`config.mk`:
```
export PLATFORM = sky130hd
export DESIGN_NAME = step_resp_monitor
export DESIGN_NICKNAME = d
export VERILOG_FILES = /design/src/rtl/srm_pkg.sv /design/src/rtl/srm_bbpd.sv /design/src/rtl/srm_xover.sv /design/src/rtl/srm_peak.sv /design/src/rtl/srm_lock.sv /design/src/rtl/step_resp_monitor.sv
export SDC_FILE = /design/constraint.sdc
export NUM_CORES = 1
export LEC_CHECK = 0
export BUFFER_PORTS_ARGS = -buffer_cell sky130_fd_sc_hd__buf_2
export CAP_MARGIN = 10
export CORE_MARGIN = 2
export CORE_UTILIZATION = 40
export CTS_CLUSTER_SIZE = 40
export DETAILED_ROUTE_END_ITERATION = 16
export SYNTH_ARGS = -nofsm -noshare
export SYNTH_HDL_FRONTEND = slang
export SYNTH_SLANG_ARGS = --single-unit
export TNS_END_PERCENT = 50
```
`constraint.sdc`:
```
create_clock -name clk_i -period 4.4 [get_ports clk_i]
set_input_delay 0.88 -clock clk_i [delete_from_list [all_inputs] [get_ports clk_i]]
set_output_delay 0.88 -clock clk_i [all_outputs]
set_load 0.03 [all_outputs]
```
`src/rtl/srm_pkg.sv`:
```
package srm_pkg;
  typedef enum logic [1:0] {
    ST_IDLE   = 2'd0,
    ST_TRACK  = 2'd1,
    ST_SETTLE = 2'd2,
    ST_DONE   = 2'd3
  } srm_state_e;
endpackage

```
`src/rtl/srm_bbpd.sv`:
```
module srm_bbpd (
  input  logic clk_i,
  input  logic rst_ni,
  input  logic clear_i,
  input  logic ref_edge_i,
  input  logic fb_edge_i,
  output logic dec_vld_o,
  output logic dec_early_o
);
  logic ref_pend_q, fb_pend_q, ref_pend_d, fb_pend_d;
  logic vld_d, early_d;

  always_comb begin
    ref_pend_d = ref_pend_q;
    fb_pend_d  = fb_pend_q;
    vld_d      = 1'b0;
    early_d    = 1'b0;
    if (ref_edge_i && fb_edge_i) begin
      vld_d = 1'b1;
      if (fb_pend_q) early_d = 1'b1;
    end else if (ref_edge_i) begin
      if (fb_pend_q) begin
        vld_d     = 1'b1;
        early_d   = 1'b1;
        fb_pend_d = 1'b0;
      end else begin
        ref_pend_d = 1'b1;
      end
    end else if (fb_edge_i) begin
      if (ref_pend_q) begin
        vld_d      = 1'b1;
        ref_pend_d = 1'b0;
      end else begin
        fb_pend_d = 1'b1;
      end
    end
  end

  always_ff @(posedge clk_i or negedge rst_ni) begin
    if (!rst_ni) begin
      ref_pend_q  <= 1'b0;
      fb_pend_q   <= 1'b0;
      dec_vld_o   <= 1'b0;
      dec_early_o <= 1'b0;
    end else if (clear_i) begin
      ref_pend_q  <= 1'b0;
      fb_pend_q   <= 1'b0;
      dec_vld_o   <= 1'b0;
      dec_early_o <= 1'b0;
    end else begin
      ref_pend_q <= ref_pend_d;
      fb_pend_q  <= fb_pend_d;
      dec_vld_o  <= vld_d;
      if (vld_d) dec_early_o <= early_d;
    end
  end
endmodule

```
`src/rtl/srm_xover.sv`:
```
module srm_xover
  import srm_pkg::*;
#(
  parameter int unsigned XW = 10,
  parameter int unsigned SW = 8
) (
  input  logic          clk_i,
  input  logic          rst_ni,
  input  logic          clear_i,
  input  logic          start_i,
  input  logic          ref_edge_i,
  input  logic          dec_vld_i,
  input  logic          dec_early_i,
  input  logic [SW-1:0] settle_i,
  output logic [XW-1:0] cnt_o,
  output logic          ovf_o,
  output logic          done_o,
  output logic          sample_o
);
  localparam logic [XW-1:0] CNT_MAX = {XW{1'b1}};

  srm_state_e    state_q, state_d;
  logic [XW-1:0] cnt_q, cnt_d;
  logic [SW-1:0] sc_q, sc_d;
  logic          have_q, have_d, base_q, base_d, ovf_q, ovf_d;

  always_comb begin
    state_d = state_q;
    cnt_d   = cnt_q;
    sc_d    = sc_q;
    have_d  = have_q;
    base_d  = base_q;
    ovf_d   = ovf_q;
    unique case (state_q)
      ST_IDLE: if (start_i) begin
        state_d = ST_TRACK;
        cnt_d   = '0;
        have_d  = 1'b0;
      end
      ST_TRACK: begin
        if (ref_edge_i && cnt_q != CNT_MAX) cnt_d = cnt_q + 1'b1;
        if (dec_vld_i) begin
          if (!have_q) begin
            have_d = 1'b1;
            base_d = dec_early_i;
          end else if (dec_early_i != base_q) begin
            state_d = ST_SETTLE;
            sc_d    = '0;
          end
        end
        if (ref_edge_i && cnt_q == CNT_MAX) begin
          ovf_d   = 1'b1;
          state_d = ST_DONE;
        end
      end
      ST_SETTLE: begin
        if (settle_i == '0) state_d = ST_DONE;
        else if (ref_edge_i) begin
          sc_d = sc_q + 1'b1;
          if (sc_q + 1'b1 == settle_i) state_d = ST_DONE;
        end
      end
      default: ;
    endcase
  end

  always_ff @(posedge clk_i or negedge rst_ni) begin
    if (!rst_ni) begin
      state_q <= ST_IDLE;
      cnt_q   <= '0;
      sc_q    <= '0;
      have_q  <= 1'b0;
      base_q  <= 1'b0;
      ovf_q   <= 1'b0;
    end else if (clear_i) begin
      state_q <= ST_IDLE;
      cnt_q   <= '0;
      sc_q    <= '0;
      have_q  <= 1'b0;
      base_q  <= 1'b0;
      ovf_q   <= 1'b0;
    end else begin
      state_q <= state_d;
      cnt_q   <= cnt_d;
      sc_q    <= sc_d;
      have_q  <= have_d;
      base_q  <= base_d;
      ovf_q   <= ovf_d;
    end
  end

  assign cnt_o    = cnt_q;
  assign ovf_o    = ovf_q;
  assign done_o   = (state_q == ST_DONE);
  assign sample_o = (state_q == ST_SETTLE) && ref_edge_i && (settle_i != '0);
endmodule

```
`src/rtl/srm_peak.sv`:
```
module srm_peak #(
  parameter int unsigned DW = 6
) (
  input  logic          clk_i,
  input  logic          rst_ni,
  input  logic          clear_i,
  input  logic          sample_i,
  input  logic [DW-1:0] val_i,
  output logic [DW-1:0] max_o
);
  always_ff @(posedge clk_i or negedge rst_ni) begin
    if (!rst_ni)                      max_o <= '0;
    else if (clear_i)                 max_o <= '0;
    else if (sample_i && val_i > max_o) max_o <= val_i;
  end
endmodule

```
`src/rtl/srm_lock.sv`:
```
module srm_lock #(
  parameter int unsigned LW = 4
) (
  input  logic          clk_i,
  input  logic          rst_ni,
  input  logic          clear_i,
  input  logic          dec_vld_i,
  input  logic          dec_early_i,
  input  logic [LW-1:0] win_i,
  output logic          locked_o
);
  localparam logic [LW-1:0] ALT_MAX = {LW{1'b1}};

  logic [LW-1:0] alt_q, alt_d;
  logic          prev_vld_q, prev_q;

  always_comb begin
    if (prev_vld_q && dec_early_i != prev_q)
      alt_d = (alt_q == ALT_MAX) ? alt_q : alt_q + 1'b1;
    else
      alt_d = '0;
  end

  always_ff @(posedge clk_i or negedge rst_ni) begin
    if (!rst_ni) begin
      alt_q      <= '0;
      prev_vld_q <= 1'b0;
      prev_q     <= 1'b0;
      locked_o   <= 1'b0;
    end else if (clear_i) begin
      alt_q      <= '0;
      prev_vld_q <= 1'b0;
      prev_q     <= 1'b0;
      locked_o   <= 1'b0;
    end else if (dec_vld_i) begin
      alt_q      <= alt_d;
      prev_vld_q <= 1'b1;
      prev_q     <= dec_early_i;
      locked_o   <= (alt_d >= win_i);
    end
  end
endmodule

```
`src/rtl/step_resp_monitor.sv`:
```
module step_resp_monitor #(
  parameter int unsigned XW = 10,
  parameter int unsigned DW = 6,
  parameter int unsigned SW = 8,
  parameter int unsigned LW = 4
) (
  input  logic          clk_i,
  input  logic          rst_ni,
  input  logic          clear_i,
  input  logic          start_i,
  input  logic          ref_edge_i,
  input  logic          fb_edge_i,
  input  logic [DW-1:0] fb_count_i,
  input  logic [SW-1:0] settle_i,
  input  logic [LW-1:0] lock_win_i,
  output logic [XW-1:0] crossover_o,
  output logic          overflow_o,
  output logic [DW-1:0] overshoot_o,
  output logic          done_o,
  output logic          locked_o,
  output logic          sign_o
);
  logic dec_vld, dec_early, sample;

  srm_bbpd i_bbpd (
    .clk_i, .rst_ni, .clear_i, .ref_edge_i, .fb_edge_i,
    .dec_vld_o(dec_vld), .dec_early_o(dec_early)
  );

  srm_xover #(.XW(XW), .SW(SW)) i_xover (
    .clk_i, .rst_ni, .clear_i, .start_i, .ref_edge_i,
    .dec_vld_i(dec_vld), .dec_early_i(dec_early), .settle_i,
    .cnt_o(crossover_o), .ovf_o(overflow_o), .done_o(done_o), .sample_o(sample)
  );

  srm_peak #(.DW(DW)) i_peak (
    .clk_i, .rst_ni, .clear_i, .sample_i(sample), .val_i(fb_count_i),
    .max_o(overshoot_o)
  );

  srm_lock #(.LW(LW)) i_lock (
    .clk_i, .rst_ni, .clear_i, .dec_vld_i(dec_vld), .dec_early_i(dec_early),
    .win_i(lock_win_i), .locked_o(locked_o)
  );

  assign sign_o = dec_early;
endmodule

```
==> reports/metrics.yaml, run 1 <==
avgSynthCellArea_um2: 8.911
grt_usage_pct: 15.99
numCtsBuffers: 5
worst_setup_path_end_kind: "flip-flop"
insertion_delay_ps: 290
port_buffers: 43
met3_usage_pct: 3.082
required_ps: 4580
slowest_delay_ps: 560
core_area_um2: 5956
post_cts_resized: 0
period_share_pct: 57.13
drc_errors: 0
crit_arrival_ps: 2690
met1_usage_pct: 20.25
fillCellCount: 606
fin_skew_ps: 4.477
drtIter0Drc: 106
crit_fanout: 4
wl_per_cell_um: 13.28
post_cts_buffers: 0
hold_viol: 0
final_cell_mix: "43 x nor2_1, 43 x buf_2, 40 x dfrtp_1"
diodes: 0
cts_hold_buf: 0
async_reset_ff_share_pct: 100.0
synth_top_area_share_pct: 40.26
cp_slowest_cell: "or4_1"
num_rows: 28
syn_to_final_growth_pct: 14.75
grt_pass1_vias: 2026
path_cells: "buf_2 -> or4_1 -> o21ai_2 -> a21oi_1 -> or4_4 -> mux2_4"
synth_edf_count: 0
tightest_slew_ps: 922.5
grt_pass1_wl_um: 9066
ctsHtreeMaxLevel: 2
grt_overflow: 0
rsz0062_at_grt: "no"
slew_violations: 0
viasPerCell: 5.230
vias: 2071
setup_tns_ps: 0
p_per_area_nw_per_um2: 329.2
gp_congestion: 0.7975
first_pass_iters: 4
antenna_found_initial: 0
ys.flop_type: "dfrtp_1"
synth_fp_nets: 320
syn_area_um2: 2486
outcome: "finished, final reports clean"
die_y_um: 82.84
ys_seq_area_share_pct: 40.26
max_freq_ghz: 0.3978
clkSlewWorstSetupHoldPaths_ps: 80
initial_utilization_pct: 41.74
postRouteAntennaNets: 0
grt_busiest_layer: "met2"
dieArea_um2: 6862
hold_class: "reg2reg"
synth.area.top_cells: "dfrtp_1 40%, ha_1 8.6%, nor2_1 6.5%"
yosysTopAreaCell: "dfrtp_1"
die_w_um: 82.84
layout-drive-gt1-share_pct: 17.45
yosys.cell_types.count: 44
maxSlewHeadroom_pct: 38.50
power_uw: 939.2
synthCells: 279
cts.sinks: 40
setup_viol: 0
cts_root_buf: "clkbuf_8"
wl_um: 5259
vdd_drop_max_uv: 156.6
maxCapViolCount: 0
synth-seq-cells: 40
nets: 361
use_met2_pct: 27.05
cts_tree: "done"
start_kind: "input port"
critPathKind: "in2reg"
ys_warn_count: 0
cts_buffer_depth: 2
io_pins: 44
min_period_ps: 2514
dp_hpwl_um: 3784
grt_max_degree: 41
leakage_nw: 1.350
[state kept, by name, indices dropped and copies added, names as in the netlist, 2 cells and up]
name and flops:
i_peak.max_o 6, i_lock.alt_q 4, i_xover.cnt_o 10, i_xover.sc_q 8, i_xover.state_q 2
[kinds of logic (layout without fill, tap and decap cells)]
logic type,after synthesis,count (layout),share of synthesized area [%]
fa+ha+maj,17,17,8.555
mux,15,15,6.290
xor+xnor,21,21,7.398
flops,40,40,40.26
compound gates,52,52,12.88
buf+inv,29,71,4.479
simple gates,105,105,20.13
[stage by stage]
stage,util [%],cells,area (µm²),worst slack [ps],hold slack (ps)
finish,47.90,396,2853,1886,514.0
global route,47.90,396,2853,1659,535.8
CTS,47.90,396,2853,1828,518.7
detailed placement,46.32,388,2759,1517,508.7
global placement,46.32,388,2759,1587,507.1
floorplan,-,279,2486,1759,469.7
[power breakdown]
part           total, mW  internal, mW  switching, mW  leakage, nW
Sequential         0.412         0.388         0.0243        0.552
Clock              0.263         0.128          0.135       0.0445
Combinational      0.265         0.106          0.158        0.754
[worst paths after layout]
kind                       slack [ps]               start  cells after the start                 end
max                              1890         settle_i[1]                      6  i_xover.state_q[0]
min                               510     i_xover.sc_q[7]                      1     i_xover.sc_q[7]
max reg2reg                      2130  i_xover.state_q[0]                      6     i_xover.sc_q[6]
min reg2reg                       510     i_xover.sc_q[7]                      1     i_xover.sc_q[7]
max in group asynchronous        3110              rst_ni                      1     i_xover.sc_q[1]
min in group asynchronous         720              rst_ni                      1     i_lock.alt_q[1]
[synthesized netlist by cell type (all sizes together), types with 2 or more instances]
cell and instances:
ha 17, clkbuf 5, or3 2, o31ai 2
dfrtp 40, o21ai 22, xor2 6, nand2b 7
nand2 15, a31oi 3, or4 3, mux2 2
o221ai 2, mux2i 13, a21o 2, nand4 3
nor2 43, nor3 11, o21a 2, nor2b 5
buf 4, nand3 10, inv 20, a211o 2
xnor2 15, a21oi 10
[final cells by class]
type,count,area (µm²),area share [%]
clock buffer,7,86.33,3.026
timing repair buffer,43,215.2,7.544
tap,75,93.84,3.289
clock inverter,1,7.507,0.2632
inverter,20,75.07,2.632
multi-input combinational,210,1374,48.16
sequential,40,1001,35.09
[worst max-delay path, delay by kind of cell]
family	cells	cell delay, ps
AND/OR/NAND/NOR	2	1110
multiplexers	1	310
AO/OA/AOI/OAI	2	280
buffers and inverters	1	110
[layer usage]
| metal | wire length, µm | share of wire [%] | up-vias |
|---|---|---|---|
| li1 | - | - | 1045 |
| met1 | 2511 | 48 | 980 |
| met2 | 2458 | 47 | 40 |
| met3 | 208 | 4.0 | 6 |
| met4 | 81 | 1.5 | 0 |
| met5 | 0 | 0 | - |
No activity file was read; power rests on OpenSTA's default activity.
==> run 2: changes to the inputs <==
==> constraint.sdc (replaced) <==
create_clock -name clk_i -period 2.16 [get_ports clk_i]
set_input_delay 0.432 -clock clk_i [delete_from_list [all_inputs] [get_ports clk_i]]
set_output_delay 0.432 -clock clk_i [all_outputs]
set_load 0.03 [all_outputs]
==> run 2 against run 1 <==
  * Clock power up 100%
  * Setup slack worse by 1800 ps
  * Wire length up 3.8%
  * Critical endpoint is now i_xover.sc_q[6]
==> reports/metrics.yaml, run 2 (synthesized netlist as in run 1, its figures left out) <==
r2r_start: "i_xover.state_q[1]"
final_common_cell: "buf_2"
grt_overflow: 0  # unchanged
rsz0062_at_grt: "yes"
core_area_um2: 5956  # unchanged
pre_cts_slack_ps: -158.2  # -1675 ps
r2r_slack_ps: 80  # -2050 ps
grt_pass1_vias: 2057  # +1.5%
antenna_found_initial: 0  # unchanged
largest_reg_flops: 10  # unchanged
die_w_um: 82.84  # unchanged
drtIter0Drc: 70  # -34%
wl_um: 5458  # +3.8%
viasPerCell: 5.115  # -2.2%
grt_busiest_layer: "met2"
maxSlewHeadroom_pct: 74.50  # +36 points
postRouteAntennaNets: 0  # unchanged
min_period_ps: 2081
cts_hold_buf: 0  # unchanged
vias: 2220  # +7.2%
nets: 399  # +11%
first_pass_iters: 4  # unchanged
layout-drive-gt1-share_pct: 29.81  # +12 points
drc_errors: 0  # unchanged
slew_violations: 0  # unchanged
hold_class: "in2async"
maxCapViolCount: 0  # unchanged
grt_usage_pct: 16.15  # +0.16 points
crit_arrival_ps: 2250  # -440 ps
leakage_nw: 1.541  # +14%
syn_to_final_growth_pct: 28.69
required_ps: 2330  # -2250 ps
setup_tns_ps: 0  # unchanged
final_cell_mix: "43 x buf_2, 41 x nor2_1, 37 x dfrtp_1, 37 x buf_4, 20 x inv_1"
cts.sinks: 40  # unchanged
critPathKind: "reg2reg"
met1_usage_pct: 21.51  # +1.3 points
worst_setup_path_end_kind: "flip-flop"
fin_hold_ws_ps: 101.3  # -412.7 ps
ctsHtreeMaxLevel: 2  # unchanged
wl_per_cell_um: 12.58  # -5.3%
reg2reg_to: "i_xover.sc_q[6]"
port_buffers: 43  # unchanged
tightest_slew_ps: 382.5  # -540.0 ps
num_rows: 28  # unchanged
grt_pass1_wl_um: 9170  # +1.1%
die_y_um: 82.84  # unchanged
dp_hpwl_um: 3982  # +5.2%
start_kind: "flip-flop"
numCtsBuffers: 5  # unchanged
fillCellCount: 597  # -1.5%
setup_viol: 0  # unchanged
dieArea_um2: 6862  # unchanged
cts_root_buf: "clkbuf_8"
crit_fanout: 8  # +4
use_met2_pct: 25.81  # -1.2 points
fin_skew_ps: 8.476  # +3.999 ps
period_share_pct: 96.35
cts_tree: "done"
hold_viol: 0  # unchanged
fin_util_pct: 53.72  # +5.8 points
cts_buffer_depth: 2  # unchanged
max_freq_ghz: 0.4805
gp_congestion: 0.7427  # -6.9%
p_per_area_nw_per_um2: 639.7  # +94%
met3_usage_pct: 3.579  # +0.50 points
io_pins: 44  # unchanged
clkSlewWorstSetupHoldPaths_ps: 80  # about the same
diodes: 0  # unchanged
grt_max_degree: 41  # unchanged
ff2ff_path_depth: 9  # +3
initial_utilization_pct: 41.74  # unchanged
fin_ws_ps: 78.84  # -1808 ps
insertion_delay_ps: 300  # about the same
outcome: "finished, final reports clean"
vdd_drop_max_uv: 383.8  # +150%
==> run 2: how the worst max path moves through the flow <==
| stage | startpoint | endpoint | slack (ps) | depth (start not counted) |
|---|---|---|---|---|
| CTS | i_xover.sc_q[0] | i_xover.state_q[0] | 20 | 6 |
| floorplan | settle_i[1] | i_xover.state_q[0] | 5 | 5 |
| finish | i_xover.state_q[1] | i_xover.sc_q[6] | 80 | 9 |
| global placement | settle_i[1] | i_xover.state_q[0] | -130 | 6 |
| global route | i_xover.state_q[1] | i_xover.sc_q[6] | -60 | 9 |
| detailed placement | settle_i[1] | i_xover.state_q[0] | -160 | 6 |
==> run 2: critical path, cell delays in order, from the launching register on <==
cell,delay (ps)
dfrtp_1,420
inv_1,120
ha_1,200
inv_1,60
a311o_1,380
or3b_1,210
buf_4,160
nor2_1,50
o21ai_0,220
o41ai_2,130
==> run 2: area by class of cell <==
cell class / instances / area, µm² / area share, %
inverter: 20 / 75.07 / 2.346
multi-input combinational: 210 / 1419 / 44.35
timing repair buffer: 81 / 513.0 / 16.03
sequential: 40 / 1005 / 31.40
clock inverter: 1 / 7.507 / 0.2346
clock buffer: 7 / 86.33 / 2.698
tap: 75 / 93.84 / 2.933
==> run 2: stage by stage <==
stage	cell area, µm²	total power [mW]	cells
floorplan	2501	1.258	279
global placement	3042	1.510	422
detailed placement	3042	1.519	422
CTS	3136	2.060	430
global route	3199	2.186	434
finish	3199	2.047	434
==> run 2: power breakdown <==
| part | internal, mW | switching [mW] | leakage (nW) |
|---|---|---|---|
| logic | 0.323 | 0.366 | 0.950 |
| clock network | 0.260 | 0.273 | 0.0445 |
| registers | 0.790 | 0.0350 | 0.547 |
==> run 2: timing repair <==
item	4_1_cts	5_1_grt
endpoints found under the setup margin	0	4
buffers inserted	0	4
gates resized for setup	0	10
==> run 2: per-layer routing <==
metal / wire, µm / up-vias
met1: 2623 / 1045
met2: 2487 / 49
met4: 79 / 0
li1: - / 1118
met3: 268 / 8
met5: 0 / -
==> run 3: changes to the inputs <==
==> constraint.sdc (replaced) <==
create_clock -name clk_i -period 2.16 [get_ports clk_i]
set_input_delay 0.324 -clock clk_i [delete_from_list [all_inputs] [get_ports clk_i]]
set_output_delay 0.324 -clock clk_i [all_outputs]
set_load 0.03 [all_outputs]
==> run 3 against run 2 <==
  * The run now ends with negative hold slack left
  * Via count fell by 2.8%
  * Total power rose by 4.0%
  * Clock-buffer cell count fell by 1
  * Setup slack got worse by 16 ps
  * Die area did not move
  * Sequential power barely moved
==> reports/metrics.yaml, run 3 (synthesized netlist as in run 1, its figures left out) <==
outcome: "finished, violations left"
violations: "negative hold slack"
setup_tns_ps: 0  # unchanged
fin_skew_ps: 7.820  # -0.6557 ps
num_rows: 28  # unchanged
post-place-cells: 414  # -1.9%
insertion_delay_ps: 290  # about the same
io_pins: 44  # unchanged
diodes: 0  # unchanged
largest_reg_flops: 10  # unchanged
pre_cts_slack_ps: -105.3  # +52.86 ps
max_freq_ghz: 0.4768  # -0.78%
slowest_delay_ps: 410  # about the same
initial_utilization_pct: 41.74  # unchanged
syn_to_final_growth_pct: 25.01
maxCapViolCount: 0  # unchanged
wl_per_cell_um: 12.61  # +0.31%
worst_setup_path_end_kind: "flip-flop"
maxSlewHeadroom_pct: 67.56  # -6.9 points
grt_pass1_vias: 2033  # -1.2%
slew_violations: 0  # unchanged
grt_usage_pct: 15.88  # -0.27 points
cts_tree: "done"
layout-drive-gt1-share_pct: 26.72  # -3.1 points
crit_arrival_ps: 2270  # +20 ps
vias: 2157  # -2.8%
critPathKind: "reg2reg"
ctsHtreeMaxLevel: 2  # unchanged
p_per_area_nw_per_um2: 684.6  # +7.0%
min_period_ps: 2098  # +16.37 ps
cp_slowest_cell: "dfrtp_1"
core_area_um2: 5956  # unchanged
dieArea_um2: 6862  # unchanged
die_y_um: 82.84  # unchanged
wl_um: 5336  # -2.2%
viasPerCell: 5.099  # -0.31%
path_cells: "ha_1 -> nand3_2 -> xnor2_1 -> nand3_1 -> ha_1 -> nand2b_1 -> a21o_1 -> a21o_1 -> a21oi_1 -> a211oi_1"
required_ps: 2340  # about the same
fin_hold_ws_ps: -15.14  # -116.4 ps
vdd_drop_max_uv: 509.0  # +33%
final_common_cell: "buf_2"
dp_hpwl_um: 4067  # +2.1%
postRouteAntennaNets: 0  # unchanged
grt_overflow: 0  # unchanged
grt_max_degree: 22  # -46%
setup_viol: 0  # unchanged
gp_congestion: 0.7671  # +3.3%
fin_util_pct: 52.18  # -1.5 points
cts_buffer_depth: 2  # unchanged
period_share_pct: 97.11  # +0.76 points
nets: 388  # -2.8%
antenna_found_initial: 0  # unchanged
fin_ws_ps: 62.47  # -16.37 ps
hold_class: "in2async"
tightest_slew_ps: 486.6  # +104.2 ps
cts_hold_buf: 0  # unchanged
clkSlewWorstSetupHoldPaths_ps: 80  # about the same
die_w_um: 82.84  # unchanged
start_kind: "flip-flop"
drtIter0Drc: 58  # -17%
numCtsBuffers: 5  # unchanged
grt_pass1_wl_um: 9183  # +0.14%
port_buffers: 43  # unchanged
final_cell_mix: "43 x buf_2, 41 x nor2_1, 39 x dfrtp_1"
fillCellCount: 581  # -2.7%
hold_viol: 19  # +19
crit_fanout: 3  # -5
instances_no_fill: 423  # -2.5%
first_pass_iters: 4  # unchanged
drc_errors: 0  # unchanged
cts_root_buf: "clkbuf_8"
cts.sinks: 40  # unchanged
leakage_nw: 1.499  # -2.7%
-- run 3: per-stage QoR --
stage | hold slack [ps] | cell area [µm²] | total power, mW
2_1_floorplan | 28.41 | 2487 | 1.254
3_3_place_gp | 320.7 | 2955 | 1.481
3_5_place_dp | 323.1 | 2955 | 1.491
4_1_cts | 1.479 | 3077 | 2.147
5_1_grt | 19.75 | 3108 | 2.267
6_report | -15.14 | 3108 | 2.128
-- run 3: layer usage --
| layer | track usage [%] | wire length [µm] | up-vias |
|---|---|---|---|
| li1 | - | - | 1096 |
| met3 | 3.479 | 218 | 7 |
| met5 | 0 | 0 | - |
| met1 | 21.41 | 2636 | 1016 |
| met4 | 3.577 | 49 | 0 |
| met2 | 26.17 | 2431 | 38 |
-- run 3: cell type report --
type                    instances  area, µm²  share of cell area (%)
clock buffers                   6      82.58                   2.657
multi-input cells             210       1398                   44.97
well taps                      75      93.84                   3.019
repair buffers                 70      417.9                   13.45
inverters                      20      75.07                   2.415
flip-flops and latches         40       1002                   32.25
clock inverters                 2      38.79                   1.248
-- run 3: final timing paths --
path,startpoint,endpoint,slack (ps),cells past startpoint
worst min register to register,i_xover.sc_q[7],i_xover.sc_q[7],520,1
worst min-delay path,rst_ni,i_lock.alt_q[1],-20,1
worst max-delay path,i_lock.alt_q[0],i_lock.locked_o,60,10
min in group clk_i,fb_count_i[0],i_peak.max_o[0],280,3
worst max register to register,i_lock.alt_q[0],i_lock.locked_o,60,10
max in group asynchronous,rst_ni,i_xover.sc_q[6],1620,2
-- run 3: worst max-delay path: cells and delay by family (launching register included) --
family / cells / cell delay [ps]
flip-flops: 1 / 410
XOR/XNOR: 1 / 120
AO/OA/AOI/OAI: 4 / 560
AND/OR/NAND/NOR: 3 / 380
adder cells (fa/ha/maj): 2 / 530
-- run 3: what timing repair did --
| action | in CTS | in global routing |
|---|---|---|
| gates resized for setup | 0 | 9 |
| buffers inserted | 0 | 1 |
| setup endpoints to repair | 0 | 9 |
-- run 3: power breakdown --
group          switching [mW]  internal (mW)  leakage, nW  total (mW)
Sequential             0.0385          0.790        0.550       0.828
Clock                   0.269          0.378       0.0614       0.647
Combinational           0.359          0.293        0.888       0.652
Total                   0.667           1.46         1.50        2.13
